===== config.mk =====
export PLATFORM = sky130hd
export DESIGN_NAME = ctx_arbiter
export DESIGN_NICKNAME = d
export VERILOG_FILES = /design/src/rtl/ctx_arb_pkg.sv /design/src/rtl/ctx_thread_slot.sv /design/src/rtl/ctx_rr_pick.sv /design/src/rtl/ctx_arbiter.sv
export SDC_FILE = /design/constraint.sdc
export NUM_CORES = 1
export LEC_CHECK = 0
export BUFFER_PORTS_ARGS = -buffer_cell sky130_fd_sc_hd__clkbuf_2
export CORE_UTILIZATION = 47
export CTS_CLUSTER_DIAMETER = 40
export DETAILED_ROUTE_END_ITERATION = 6
export PLACE_DENSITY = 0.73
export SLEW_MARGIN = 10
export SYNTH_ARGS = -nofsm -noshare
export SYNTH_HDL_FRONTEND = slang
export SYNTH_SLANG_ARGS = --single-unit

===== constraint.sdc =====
create_clock -name clk -period 1.88 [get_ports clk]
set_input_delay 0.188 -clock clk [delete_from_list [all_inputs] [get_ports clk]]
set_output_delay 0.188 -clock clk [all_outputs]
set_load 0.01 [all_outputs]

===== src/rtl/ctx_arb_pkg.sv =====
package ctx_arb_pkg;

   // Circular successor of a thread index within a pool of n threads.
   function automatic int unsigned ring_succ(input int unsigned idx, input int unsigned n);
      return (idx + 1 >= n) ? 0 : idx + 1;
   endfunction

endpackage


===== src/rtl/ctx_thread_slot.sv =====
module ctx_thread_slot (
   input  logic clk,
   input  logic rst_n,
   input  logic park_i,
   input  logic wake_i,
   output logic ready_o,
   output logic spurious_o
);
   logic ready_q;

   always_ff @(posedge clk) begin
      if (!rst_n)                  ready_q <= 1'b1;
      else if (park_i)             ready_q <= 1'b0;
      else if (wake_i && !ready_q) ready_q <= 1'b1;
   end

   assign ready_o    = ready_q;
   assign spurious_o = wake_i & ready_q;

   AST_WAKE_RESTORES: assert property (@(posedge clk) disable iff (!rst_n)
      (wake_i && !ready_q) |=> ready_q);
   AST_PARK_HOLDS: assert property (@(posedge clk) disable iff (!rst_n)
      (!ready_q && !wake_i) |=> !ready_q);
   AST_PARK_CLEARS: assert property (@(posedge clk) disable iff (!rst_n)
      park_i |=> !ready_q);
endmodule


===== src/rtl/ctx_rr_pick.sv =====
module ctx_rr_pick #(
   parameter int unsigned NUM_THREADS = 4,
   localparam int unsigned IDX_W = (NUM_THREADS > 1) ? $clog2(NUM_THREADS) : 1
) (
   input  logic [NUM_THREADS-1:0] ready_i,
   input  logic [IDX_W-1:0]       start_i,
   output logic                   found_o,
   output logic [IDX_W-1:0]       idx_o,
   output logic [NUM_THREADS-1:0] onehot_o
);
   always_comb begin
      found_o  = 1'b0;
      idx_o    = '0;
      onehot_o = '0;
      for (int i = 0; i < int'(NUM_THREADS); i++) begin
         int cand;
         cand = int'(start_i) + i;
         if (cand >= int'(NUM_THREADS)) cand = cand - int'(NUM_THREADS);
         if (!found_o && ready_i[cand]) begin
            found_o = 1'b1;
            idx_o   = IDX_W'(cand);
         end
      end
      if (found_o) onehot_o[idx_o] = 1'b1;
   end

   always_comb begin
      AST_PICK_READY: assert ((onehot_o & ~ready_i) == '0);
      AST_PICK_FOUND: assert (found_o == (ready_i != '0));
   end
endmodule


===== src/rtl/ctx_arbiter.sv =====
module ctx_arbiter #(
   parameter int unsigned NUM_THREADS = 4,
   localparam int unsigned IDX_W = (NUM_THREADS > 1) ? $clog2(NUM_THREADS) : 1
) (
   input  logic                   clk,
   input  logic                   rst_n,
   input  logic                   yield_i,
   input  logic [NUM_THREADS-1:0] wake_i,
   output logic [NUM_THREADS-1:0] grant_o,
   output logic                   idle_o,
   output logic                   wake_err_o
);
   import ctx_arb_pkg::*;

   initial begin : param_check
      assert (NUM_THREADS >= 2 && NUM_THREADS <= 64)
         else $error("ctx_arbiter: NUM_THREADS out of range");
   end

   logic [NUM_THREADS-1:0] grant_q, ready_vec, spurious_vec, park_vec, ready_next;
   logic [IDX_W-1:0]       owner_q, ptr_q, owner_succ, scan_start, pick_idx;
   logic                   err_q, running, yield_eff, need_pick, pick_found;
   logic [NUM_THREADS-1:0] pick_onehot;

   assign running    = (grant_q != '0);
   assign yield_eff  = yield_i & running;
   assign owner_succ = IDX_W'(ring_succ(int'(owner_q), NUM_THREADS));

   for (genvar t = 0; t < NUM_THREADS; t++) begin : g_slot
      assign park_vec[t]   = yield_eff && (owner_q == IDX_W'(t));
      assign ready_next[t] = (ready_vec[t] & ~park_vec[t]) | (wake_i[t] & ~ready_vec[t]);
      ctx_thread_slot u_slot (
         .clk       (clk),
         .rst_n     (rst_n),
         .park_i    (park_vec[t]),
         .wake_i    (wake_i[t]),
         .ready_o   (ready_vec[t]),
         .spurious_o(spurious_vec[t])
      );
   end

   assign need_pick  = yield_eff | ~running;
   assign scan_start = yield_eff ? owner_succ : ptr_q;

   ctx_rr_pick #(.NUM_THREADS(NUM_THREADS)) u_pick (
      .ready_i (ready_next),
      .start_i (scan_start),
      .found_o (pick_found),
      .idx_o   (pick_idx),
      .onehot_o(pick_onehot)
   );

   always_ff @(posedge clk) begin
      if (!rst_n) begin
         grant_q <= NUM_THREADS'(1);
         owner_q <= '0;
         ptr_q   <= IDX_W'(1);
         err_q   <= 1'b0;
      end else begin
         err_q <= |spurious_vec;
         if (yield_eff) ptr_q <= owner_succ;
         if (need_pick) begin
            grant_q <= pick_onehot;
            if (pick_found) owner_q <= pick_idx;
         end
      end
   end

   assign grant_o    = grant_q;
   assign idle_o     = ~running;
   assign wake_err_o = err_q;

   AST_GRANT_ONEHOT: assert property (@(posedge clk) disable iff (!rst_n)
      $onehot0(grant_o));
   AST_IDLE_NONE_READY: assert property (@(posedge clk) disable iff (!rst_n)
      idle_o == (ready_vec == '0));
   AST_GRANT_IS_READY: assert property (@(posedge clk) disable iff (!rst_n)
      (grant_o & ~ready_vec) == '0);
   AST_NO_PREEMPT: assert property (@(posedge clk) disable iff (!rst_n)
      (!yield_i && !idle_o) |=> $stable(grant_o));
   AST_YIELD_MOVES: assert property (@(posedge clk) disable iff (!rst_n)
      (yield_i && !idle_o) |=> (grant_o != $past(grant_o)));
   AST_IDLE_YIELD_NOOP: assert property (@(posedge clk) disable iff (!rst_n)
      (yield_i && idle_o && wake_i == '0) |=> idle_o);
   AST_ERR_PULSE: assert property (@(posedge clk) disable iff (!rst_n)
      ((wake_i & ready_vec) != '0) |=> wake_err_o);
endmodule


==> results of run 1 <==
==> metal layers <==
layer / vias up / wire [um] / part of all wire
met2: 16 / 1018 / 0.49
met3: 5 / 53 / 0.025
met1: 362 / 985 / 0.47
met5: - / 0 / 0
met4: 0 / 41 / 0.020
li1: 367 / - / -
==> power by group through the flow <==
| stage | Clock (mW) | Combinational (mW) | Sequential [mW] |
|---|---|---|---|
| 6_report | 0.182 | 0.673 | 0.362 |
| 5_1_grt | 0.193 | 0.712 | 0.364 |
| 4_1_cts | 0.182 | 0.624 | 0.360 |
| 3_5_place_dp | 0 | 0.571 | 0.363 |
| 3_3_place_gp | 0 | 0.562 | 0.361 |
| 2_1_floorplan | 0 | 0.325 | 0.384 |
==> worst max path at each step <==
stage | from | endpoint | slack (ns) | depth (start not counted)
6_report | grant_o[0]$_SDFFE_PN1N_ | grant_o[1]$_SDFFE_PN0N_ | -0.27 | 7
5_1_grt | grant_o[0]$_SDFFE_PN1N_ | grant_o[1]$_SDFFE_PN0N_ | -0.31 | 7
4_1_cts | grant_o[3]$_SDFFE_PN0N_ | grant_o[1]$_SDFFE_PN0N_ | -0.21 | 7
3_5_place_dp | grant_o[0]$_SDFFE_PN1N_ | grant_o[1]$_SDFFE_PN0N_ | -0.24 | 6
3_3_place_gp | grant_o[0]$_SDFFE_PN1N_ | grant_o[1]$_SDFFE_PN0N_ | -0.19 | 6
2_1_floorplan | grant_o[0]$_SDFFE_PN1N_ | grant_o[1]$_SDFFE_PN0N_ | -0.15 | 7
==> state kept, by name (all words and copies together) (netlist names) <==
signal / flops
wake_err_o: 1
ptr_q: 2
grant_o: 4
g_slot.u_slot.ready_o: 4
owner_q: 2
==> what timing repair did <==
| item | in CTS | in global routing |
|---|---|---|
| pin swaps | 2 | 3 |
| setup endpoints to repair | 6 | 6 |
| hold buffers | 0 | 0 |
| setup buffers | 1 | 1 |
| resized for setup | 7 | 5 |
| hold endpoints to repair | 0 | 0 |
==> layout make-up <==
| cell class | count | area, sq um | area share |
|---|---|---|---|
| timing repair buffer | 33 | 225.2 | 0.2064 |
| multi-input combinational | 60 | 541.8 | 0.4966 |
| inverter | 4 | 15.01 | 0.01376 |
| sequential | 13 | 264.0 | 0.2420 |
| clock buffer | 4 | 26.28 | 0.02408 |
| tap | 15 | 18.77 | 0.01720 |
==> cell usage in the layout (no fill, tap or decap), types with 2 or more instances in the layout <==
| cell | count |
|---|---|
| buf_6 | 2 |
| clkbuf_4 | 3 |
| dfxtp_1 | 10 |
| buf_4 | 19 |
| a31oi_4 | 4 |
| inv_1 | 4 |
| nand3b_1 | 3 |
| nor2_1 | 6 |
| ha_1 | 5 |
| a22oi_1 | 2 |
| nand2b_1 | 4 |
| dfxtp_2 | 3 |
| nand3_1 | 3 |
| a21oi_1 | 6 |
| nand2_1 | 5 |
| clkbuf_2 | 12 |
==> logic make-up (layout without fill, tap and decap cells) <==
kind of cell	Yosys count	in the layout	share of synthesized area
AOI/OAI and AO/OA	25	25	0.2816
adders and majority gates	5	5	0.08432
buffers and inverters	6	41	0.04046
DFF	13	13	0.3508
muxes	3	3	0.04553
and+or+nand+nor	27	27	0.1973
==> metrics by stage <==
stage / total power, mW / instance area, sq um / hold WS (ns)
finish: 1.218 / 1091 / 0.2086
floorplan: 0.7095 / 784.5 / 0.3286
global placement: 0.9231 / 991.0 / 0.4847
CTS: 1.167 / 1062 / 0.2043
global route: 1.269 / 1091 / 0.2194
detailed placement: 0.9339 / 991.0 / 0.4961
==> run_results.csv, run 1 <==
group,metric,value,unit
setup_path,r2r_start,"grant_o[0]$_SDFFE_PN1N_",
clocking,cts.reportedPaths.clkPinSlew,0.08,ns
power,vdd_ir_drop_max,710.1,uV
place,dp_cells,123,
logic_synthesis,synth-main-ff-cell,"dfxtp_1",
final_layout,num_antenna_cells,0,
worst_hold_path,worstHoldStart,"rst_n",
sta,skew,0.001018,ns
setup_path,worst_ep_required_time,2.08,ns
setup_path,r2r_cells,7,
drt,first_pass_iters,6,
global_route,grt_pass1_wl,3029,um
global_route,grt.met3_usage,0.03913,
floorplanning,design.die.area,1741,sq um
setup_path,cp-end-kind,"flip-flop",
final_layout,nNetsFinal,127,
power,power_density,1116,nW/um^2
logic_synthesis,netlist_instances,79,
drt,vias,750,
power,p_int,0.7427,mW
global_route,grt_pass1_vias,689,
logic_synthesis,yosys_warnings,0,
clocking,root_buffer,"clkbuf_4",
sta,final_max_slew_viol_count,0,
sta,max_slew_margin,0.6823,
clocking,cts.sinks,13,
logic_synthesis,syn_area,742.0,sq um
place,dp_hpwl,1397,um
logic_synthesis,synth_seq_cells,13,
worst_hold_path,min_delay_worst_endpoint,"ptr_q[0]$_SDFF_PN1_",
power,seqPwrFrac,0.297,
power,p_sw,0.4748,mW
logic_synthesis,synthTopCellsByArea,"dfxtp_1 35%, ha_1 8.4%, a21oi_1 4.7%",
sta,worstMarginPinSlew,0.4723,ns
place,gp_congestion,0.8472,
logic_synthesis,synth_top_area_share,0.3508,
setup_path,critPathBufInv,1,
logic_synthesis,async_flop_share,0,
clocking,clk_latency,0.28,ns
sta,fmax,465.4,MHz
clocking,cts_tree,"yes",
logic_synthesis,synth_edf_count,0,
clocking,cts_buffers,3,
final_layout,syn2layout_area_growth,47.05,%
drt,drt_wl_total,2098,um
global_route,grt_antenna_before_repair,0,
global_route,overflow,0,
logic_synthesis,synth_largest_area_cell,"dfxtp_1",
logic_synthesis,syn_area_per_cell,9.392,sq um
sta,setup_violations,6,
global_route,grt_usage,0.2345,
logic_synthesis,synth_fp_nets,91,
floorplanning,fp.dieH,41.73,um
drt,ant_nets,0,
floorplanning,boundaryPins,13,
sta,hold_viol_final,0,
sta,layout_setup_ws,-0.2688,ns
power,p_clk_frac,0.150,
final_layout,fillers,88,
floorplanning,num_rows,13,
drt,routedWlPerCell,16.26,um
setup_path,cp.arrival,2.35,ns
place,portBuffers,12,
logic_synthesis,ys_seq_area_frac,0.3508,
worst_hold_path,hold_class,"input pin to flip-flop",
power,combinationalPowerShare,0.553,
final_layout,post-route-util,0.7891,
global_route,grtUsageMet1,0.2910,
global_route,use_met2,0.3875,
drt,drt_iter0_drc,24,
clocking,htreeDepth,1,
setup_path,crit_slowest_cell,"o41a_1",
sta,final.setup.tns,-1.222,ns
run,max_cap_violations,0,
logic_synthesis,synth.most_common_cell,"dfxtp_1",
setup_path,critPathLaunchType,"flip-flop",
status,violations,"negative setup slack",
floorplanning,core_area,1383,sq um
setup_path,r2r_end,"grant_o[1]$_SDFFE_PN0N_",
sta,rsz0062_at_grt,"yes",
logic_synthesis,synthTopCellsByCount,"13 x dfxtp_1, 7 x a21oi_1, 6 x nor2_1",
power,total_leakage_power,0.4668,nW
setup_path,crit_family,"compound AO/OA/AOI/OAI gates",
clocking,cts_buffer_depth,2,
floorplanning,initial_utilization,0.5367,
setup_path,cpPeakStageDelay,0.52,ns
final_layout,final_cells,129,
status,status,"finished, violations left",
setup_path,crit_chain,"o41a_1 > buf_6 > mux2i_2 > nand3_1 > o31a_1 > and2_4 > o31ai_2",
sta,fin_crit_sh,1.143,
logic_synthesis,synth_cell_types,32,
setup_path,critical_path_class,"flip-flop to flip-flop",
place,dp_slack,-0.2399,ns
setup_path,worst-path-max-fanout,5,
floorplanning,die_w,41.73,um
global_route,grt_max_degree,11,
global_route,gr-max-usage-layer,"met2",
setup_path,r2r_slack,-0.27,ns
final_layout,drive_gt1_frac,0.4737,
power,p_sw_frac,0.3900,
worst_hold_path,whs_path_depth,2,
sta,period_needed,2.149,ns
drt,vias_per_cell,5.814,
drt,post-route-drc-count,0,
Power figures use the tool's default switching activity.
==> run 2: changes to the inputs <==
--- a/config.mk
+++ b/config.mk
@@ -5,11 +5,11 @@
 export SDC_FILE = /design/constraint.sdc
 export NUM_CORES = 1
 export LEC_CHECK = 0
-export BUFFER_PORTS_ARGS = -buffer_cell sky130_fd_sc_hd__clkbuf_2
-export CORE_UTILIZATION = 47
+export CORE_UTILIZATION = 53
 export CTS_CLUSTER_DIAMETER = 40
 export DETAILED_ROUTE_END_ITERATION = 6
-export PLACE_DENSITY = 0.73
+export DONT_BUFFER_PORTS = 1
+export PLACE_DENSITY = 0.72
 export SLEW_MARGIN = 10
 export SYNTH_ARGS = -nofsm -noshare
 export SYNTH_HDL_FRONTEND = slang
==> run 2 against run 1 <==
Effect of this change:
- the run still ends with negative setup slack left
- combinational power is 20% lower
- sequential share of layout area grew 3.3 points
- maximum frequency down 0.10%
- design area is 12% lower
- core utilization down 5.4 points
- largest cell class unchanged
- largest power group unchanged
==> run_results.csv, run 2 (synthesis gave the netlist of run 1 again) <==
group,metric,value,unit
final_layout,nNetsFinal,109,
clocking,clk_latency,0.28,ns
sta,final_max_slew_viol_count,0,
drt,vias_per_cell,6.054,
drt,drt_iter0_drc,11,
sta,setup_violations,6,
clocking,cts.sinks,13,
drt,first_pass_iters,5,
power,power_density,1139,nW/um^2
setup_path,crit_chain,"o41a_1 > buf_12 > a31oi_4 > nand2b_4 > o221ai_1 > or3_4 > o31ai_2",
floorplanning,design.die.area,1554,sq um
place,portBuffers,0,
sta,max_slew_margin,0.7431,
drt,routedWlPerCell,16.45,um
drt,post-route-drc-count,0,
final_layout,syn2layout_area_growth,29.00,%
place,dp_hpwl,1301,um
global_route,grt_pass1_wl,2842,um
final_layout,final_common_cell,"buf_4",
setup_path,worst_ep_required_time,2.07,ns
clocking,cts.reportedPaths.clkPinSlew,0.09,ns
setup_path,critPathBufInv,1,
final_layout,num_antenna_cells,0,
final_layout,fillers,95,
setup_path,critPathLaunchType,"flip-flop",
power,total_leakage_power,0.3827,nW
final_layout,multiInputGateArea,506.7,sq um
global_route,grt_antenna_before_repair,0,
floorplanning,boundaryPins,13,
global_route,grt_max_degree,11,
power,vdd_ir_drop_max,723.4,uV
sta,worstMarginPinSlew,0.3842,ns
floorplanning,num_rows,13,
place,gp_congestion,0.7630,
drt,ant_nets,0,
global_route,grt_pass1_vias,629,
status,status,"finished, violations left",
final_layout,postLayoutCellArea,957.2,sq um
clocking,cts_buffer_depth,2,
sta,period_needed,2.151,ns
place,dp_slack,-0.2612,ns
drt,drt_wl_total,1826,um
sta,fin_crit_sh,1.144,
setup_path,crit_family,"compound AO/OA/AOI/OAI gates",
sta,hold_viol_final,0,
setup_path,critical_path_class,"flip-flop to flip-flop",
setup_path,worst-path-max-fanout,10,
clocking,postCtsSetupRepairBufs,0,
final_layout,drive_gt1_frac,0.3125,
place,place_area,905.9,sq um
worst_hold_path,hold_class,"input pin to flip-flop",
floorplanning,fp.dieH,39.42,um
floorplanning,core_area,1301,sq um
sta,layout_setup_ws,-0.2710,ns
setup_path,cp-end-kind,"flip-flop",
setup_path,cpPeakStageDelay,0.49,ns
final_layout,final_cell_mix,"13 x buf_4, 11 x dfxtp_1, 7 x a21oi_1, 6 x nor2_1",
clocking,cts_tree,"yes",
global_route,grt_usage,0.2751,
drt,vias,672,
global_route,overflow,0,
clocking,htreeDepth,1,
run,max_cap_violations,0,
clocking,cts_buffers,3,
clocking,root_buffer,"clkbuf_4",
setup_path,crit_slowest_cell,"o41a_1",
setup_path,cp.arrival,2.34,ns
sta,fmax,464.9,MHz
floorplanning,die_w,39.42,um
sta,skew,0.003763,ns
floorplanning,initial_utilization,0.5702,
status,violations,"negative setup slack",
final_layout,regArea,262.8,sq um
sta,rsz0062_at_grt,"yes",
-- run 2: path summary, 6_finish.rpt --
kind	startpoint	end	slack [ns]	cells after the start
max	grant_o[0]$_SDFFE_PN1N_	grant_o[1]$_SDFFE_PN0N_	-0.27	7
max reg2reg	grant_o[0]$_SDFFE_PN1N_	grant_o[1]$_SDFFE_PN0N_	-0.27	7
min reg2reg	owner_q[1]$_SDFFE_PN0P_	owner_q[1]$_SDFFE_PN0P_	0.54	2
min	yield_i	grant_o[0]$_SDFFE_PN1N_	0.03	1
-- run 2: worst reg2reg max path: cells and delay by family (launching register included) --
family / cells / cell delay, ns
AOI/OAI and AO/OA: 4 / 0.95
and+or+nand+nor: 2 / 0.59
DFF: 1 / 0.33
buffers and inverters: 1 / 0.19
-- run 2: layout make-up --
class | count | area share
multi-input cells | 60 | 0.5294
flip-flops and latches | 13 | 0.2745
well taps | 15 | 0.01961
clock buffers | 4 | 0.02745
repair buffers | 15 | 0.1333
inverters | 4 | 0.01569
-- run 2: power breakdown --
part	switching [mW]	leakage [nW]	total, mW	internal, mW
clock network	0.0966	0.0150	0.179	0.0823
logic	0.278	0.261	0.540	0.262
registers	0.0439	0.107	0.371	0.327
-- run 2: through the flow --
step	cells	power [mW]	hold WS (ns)	TNS (ns)	utilization
3_3_place_gp	106	0.8667	0.2541	-0.7300	0.6962
5_1_grt	111	1.150	0.02724	-1.695	0.7356
6_report	111	1.090	0.02719	-1.171	0.7356
2_1_floorplan	79	0.7095	0.3286	-0.3715	-
3_5_place_dp	106	0.8781	0.2594	-0.9342	0.6962
4_1_cts	111	1.072	0.03171	-0.9783	0.7356
-- run 2: what timing repair did --
action                                  4_1_cts  5_1_grt
hold buffers                                  1        0
gates cloned                                  0        0
hold endpoints to repair                      6        0
endpoints found under the setup margin        6        6
pin swaps                                     0        0
resized for setup                             2        0
-- run 2: per-layer routing --
layer  share of wire  wire [um]  vias to the layer above  global-route usage
met5               0          0                        -                   0
met4           0.013         23                        0              0.1293
met3           0.051         93                        4             0.03977
met2            0.43        784                       27              0.4016
met1            0.51        924                      307              0.3883
li1                -          -                      334                   -
==> run 3: changes to the inputs <==
--- a/config.mk
+++ b/config.mk
@@ -10,6 +10,7 @@
 export DETAILED_ROUTE_END_ITERATION = 6
 export DONT_BUFFER_PORTS = 1
 export PLACE_DENSITY = 0.72
+export SKIP_CTS_REPAIR_TIMING = 1
 export SLEW_MARGIN = 10
 export SYNTH_ARGS = -nofsm -noshare
 export SYNTH_HDL_FRONTEND = slang
==> run 3 against run 2 <==
Effect of this change:
- the flow finishes with violations (negative hold slack, negative setup slack)
- combinational power down 3.9%
- clock power hardly changed
- first-iteration DRC count increased by 36%
- clock-buffer cell count did not move
- die area stayed put
- flip-flop and latch count did not move
- worst hold slack got worse by 0.028 ns
- sequential power about the same
- maximum frequency up 1.2%
- largest cell class unchanged
- total power is 2.0% lower
==> run_results.csv, run 3 (synthesis gave the netlist of run 1 again) <==
group,metric,value,unit
status,status,"finished, violations left",
status,violations,"negative hold slack, negative setup slack",
sta,fin_crit_sh,1.130,
drt,ant_nets,0,
sta,layout_setup_ws,-0.2453,ns
setup_path,worst-path-max-fanout,10,
setup_path,worst_ep_required_time,2.08,ns
clocking,cts_buffer_depth,2,
drt,vias,637,
sta,max_slew_margin,0.7434,
power,total_leakage_power,0.3821,nW
final_layout,drive_gt1_frac,0.3021,
clocking,cts_buffers,3,
place,portBuffers,0,
sta,timing.hold.ws,-0.0009755,ns
setup_path,cp.arrival,2.32,ns
floorplanning,core_area,1301,sq um
floorplanning,fp.dieH,39.42,um
global_route,grt_usage,0.2456,
place,dp_hpwl,1301,um
power,power_density,1123,nW/um^2
final_layout,multiInputGateArea,500.5,sq um
clocking,cts.sinks,13,
power,vdd_ir_drop_max,654.6,uV
floorplanning,boundaryPins,13,
worst_hold_path,hold_class,"input pin to flip-flop",
drt,post-route-drc-count,0,
clocking,cts_tree,"yes",
setup_path,critPathLaunchType,"flip-flop",
sta,rsz0062_at_grt,"yes",
sta,fmax,470.5,MHz
clocking,root_buffer,"clkbuf_4",
global_route,overflow,0,
global_route,grt_antenna_before_repair,0,
global_route,gr-max-usage-layer,"met1",
sta,skew,0.001816,ns
final_layout,fillers,97,
floorplanning,initial_utilization,0.5702,
final_layout,post-route-util,0.7308,
sta,setup_violations,6,
final_layout,final_cell_mix,"13 x buf_4, 11 x dfxtp_1, 7 x a21oi_1, 6 x nor2_1",
clocking,cts.reportedPaths.clkPinSlew,0.08,ns
worst_hold_path,whs_path_depth,1,
sta,final_max_slew_viol_count,0,
final_layout,regArea,262.8,sq um
drt,vias_per_cell,5.739,
setup_path,critPathLaunch,"grant_o[0]$_SDFFE_PN1N_",
power,power,1.068,mW
setup_path,cp-end-kind,"flip-flop",
global_route,grt.met3_usage,0.03409,
final_layout,final_common_cell,"buf_4",
sta,worstMarginPinSlew,0.3837,ns
setup_path,critical_path_class,"flip-flop to flip-flop",
global_route,use_met2,0.3484,
drt,drt_wl_total,1695,um
global_route,grt_pass1_vias,554,
floorplanning,design.die.area,1554,sq um
floorplanning,num_rows,13,
sta,hold_viol_final,1,
global_route,grtUsageMet1,0.3608,
final_layout,num_antenna_cells,0,
run,max_cap_violations,0,
global_route,grt_max_degree,11,
worst_hold_path,worstHoldStart,"rst_n",
setup_path,r2r_start,"grant_o[0]$_SDFFE_PN1N_",
sta,period_needed,2.125,ns
place,gp_congestion,0.7630,
global_route,grt_pass1_wl,2525,um
floorplanning,die_w,39.42,um
clocking,clk_latency,0.28,ns
final_layout,nNetsFinal,109,
setup_path,r2r_cells,7,
clocking,htreeDepth,1,
drt,first_pass_iters,4,
drt,routedWlPerCell,15.27,um
drt,drt_iter0_drc,15,
final_layout,syn2layout_area_growth,28.16,%
==> run 3: cell counts in the layout (fill, tap and decap cells not counted) <==
Identical to the previous run, type by type.
==> run 3: per-stage QoR <==
step	setup TNS [ns]	instances	instance area [sq um]	setup slack, ns	hold slack [ns]
2_1_floorplan	-0.3715	79	784.5	-0.1474	0.3286
3_3_place_gp	-0.7300	106	905.9	-0.2068	0.2541
3_5_place_dp	-0.9342	106	905.9	-0.2612	0.2594
4_1_cts	-1.099	110	932.1	-0.2867	-0.02739
5_1_grt	-1.525	111	950.9	-0.3510	0.002924
6_report	-1.010	111	950.9	-0.2453	-0.0009755
==> run 3: metal layers <==
layer	part of all wire	vias up	wire length [um]
met5	0	-	0
met2	0.42	9	717
li1	-	330	-
met1	0.53	294	893
met3	0.032	4	54
met4	0.017	0	29
==> run 3: critical path, stage by stage, from the launching register on <==
cell and delay (ns):
dfxtp_2 0.32, o41a_1 0.49, buf_12 0.19, a31oi_4 0.14, nand2b_4 0.15, o221ai_1 0.12
or3_4 0.43, o31ai_2 0.19
==> run 3: final timing paths <==
path / to / slack [ns]
worst max register to register: grant_o[3]$_SDFFE_PN0N_ / -0.25
worst min-delay path: grant_o[0]$_SDFFE_PN1N_ / -0.001
worst min register to register: owner_q[1]$_SDFFE_PN0P_ / 0.54
worst max-delay path: grant_o[3]$_SDFFE_PN0N_ / -0.25
==> run 3: area by class of cell <==
cell class              instances  area share
flip-flops and latches         13      0.2763
inverters                       4     0.01579
multi-input cells              60      0.5263
clock buffers                   4     0.02763
well taps                      15     0.01974
repair buffers                 15      0.1342
==> run 3: power breakdown <==
group          internal (mW)  leakage, nW  switching, mW
Clock                 0.0823       0.0150         0.0951
Sequential             0.327        0.107         0.0444
Combinational          0.260        0.260          0.259
Total                  0.669        0.382          0.399
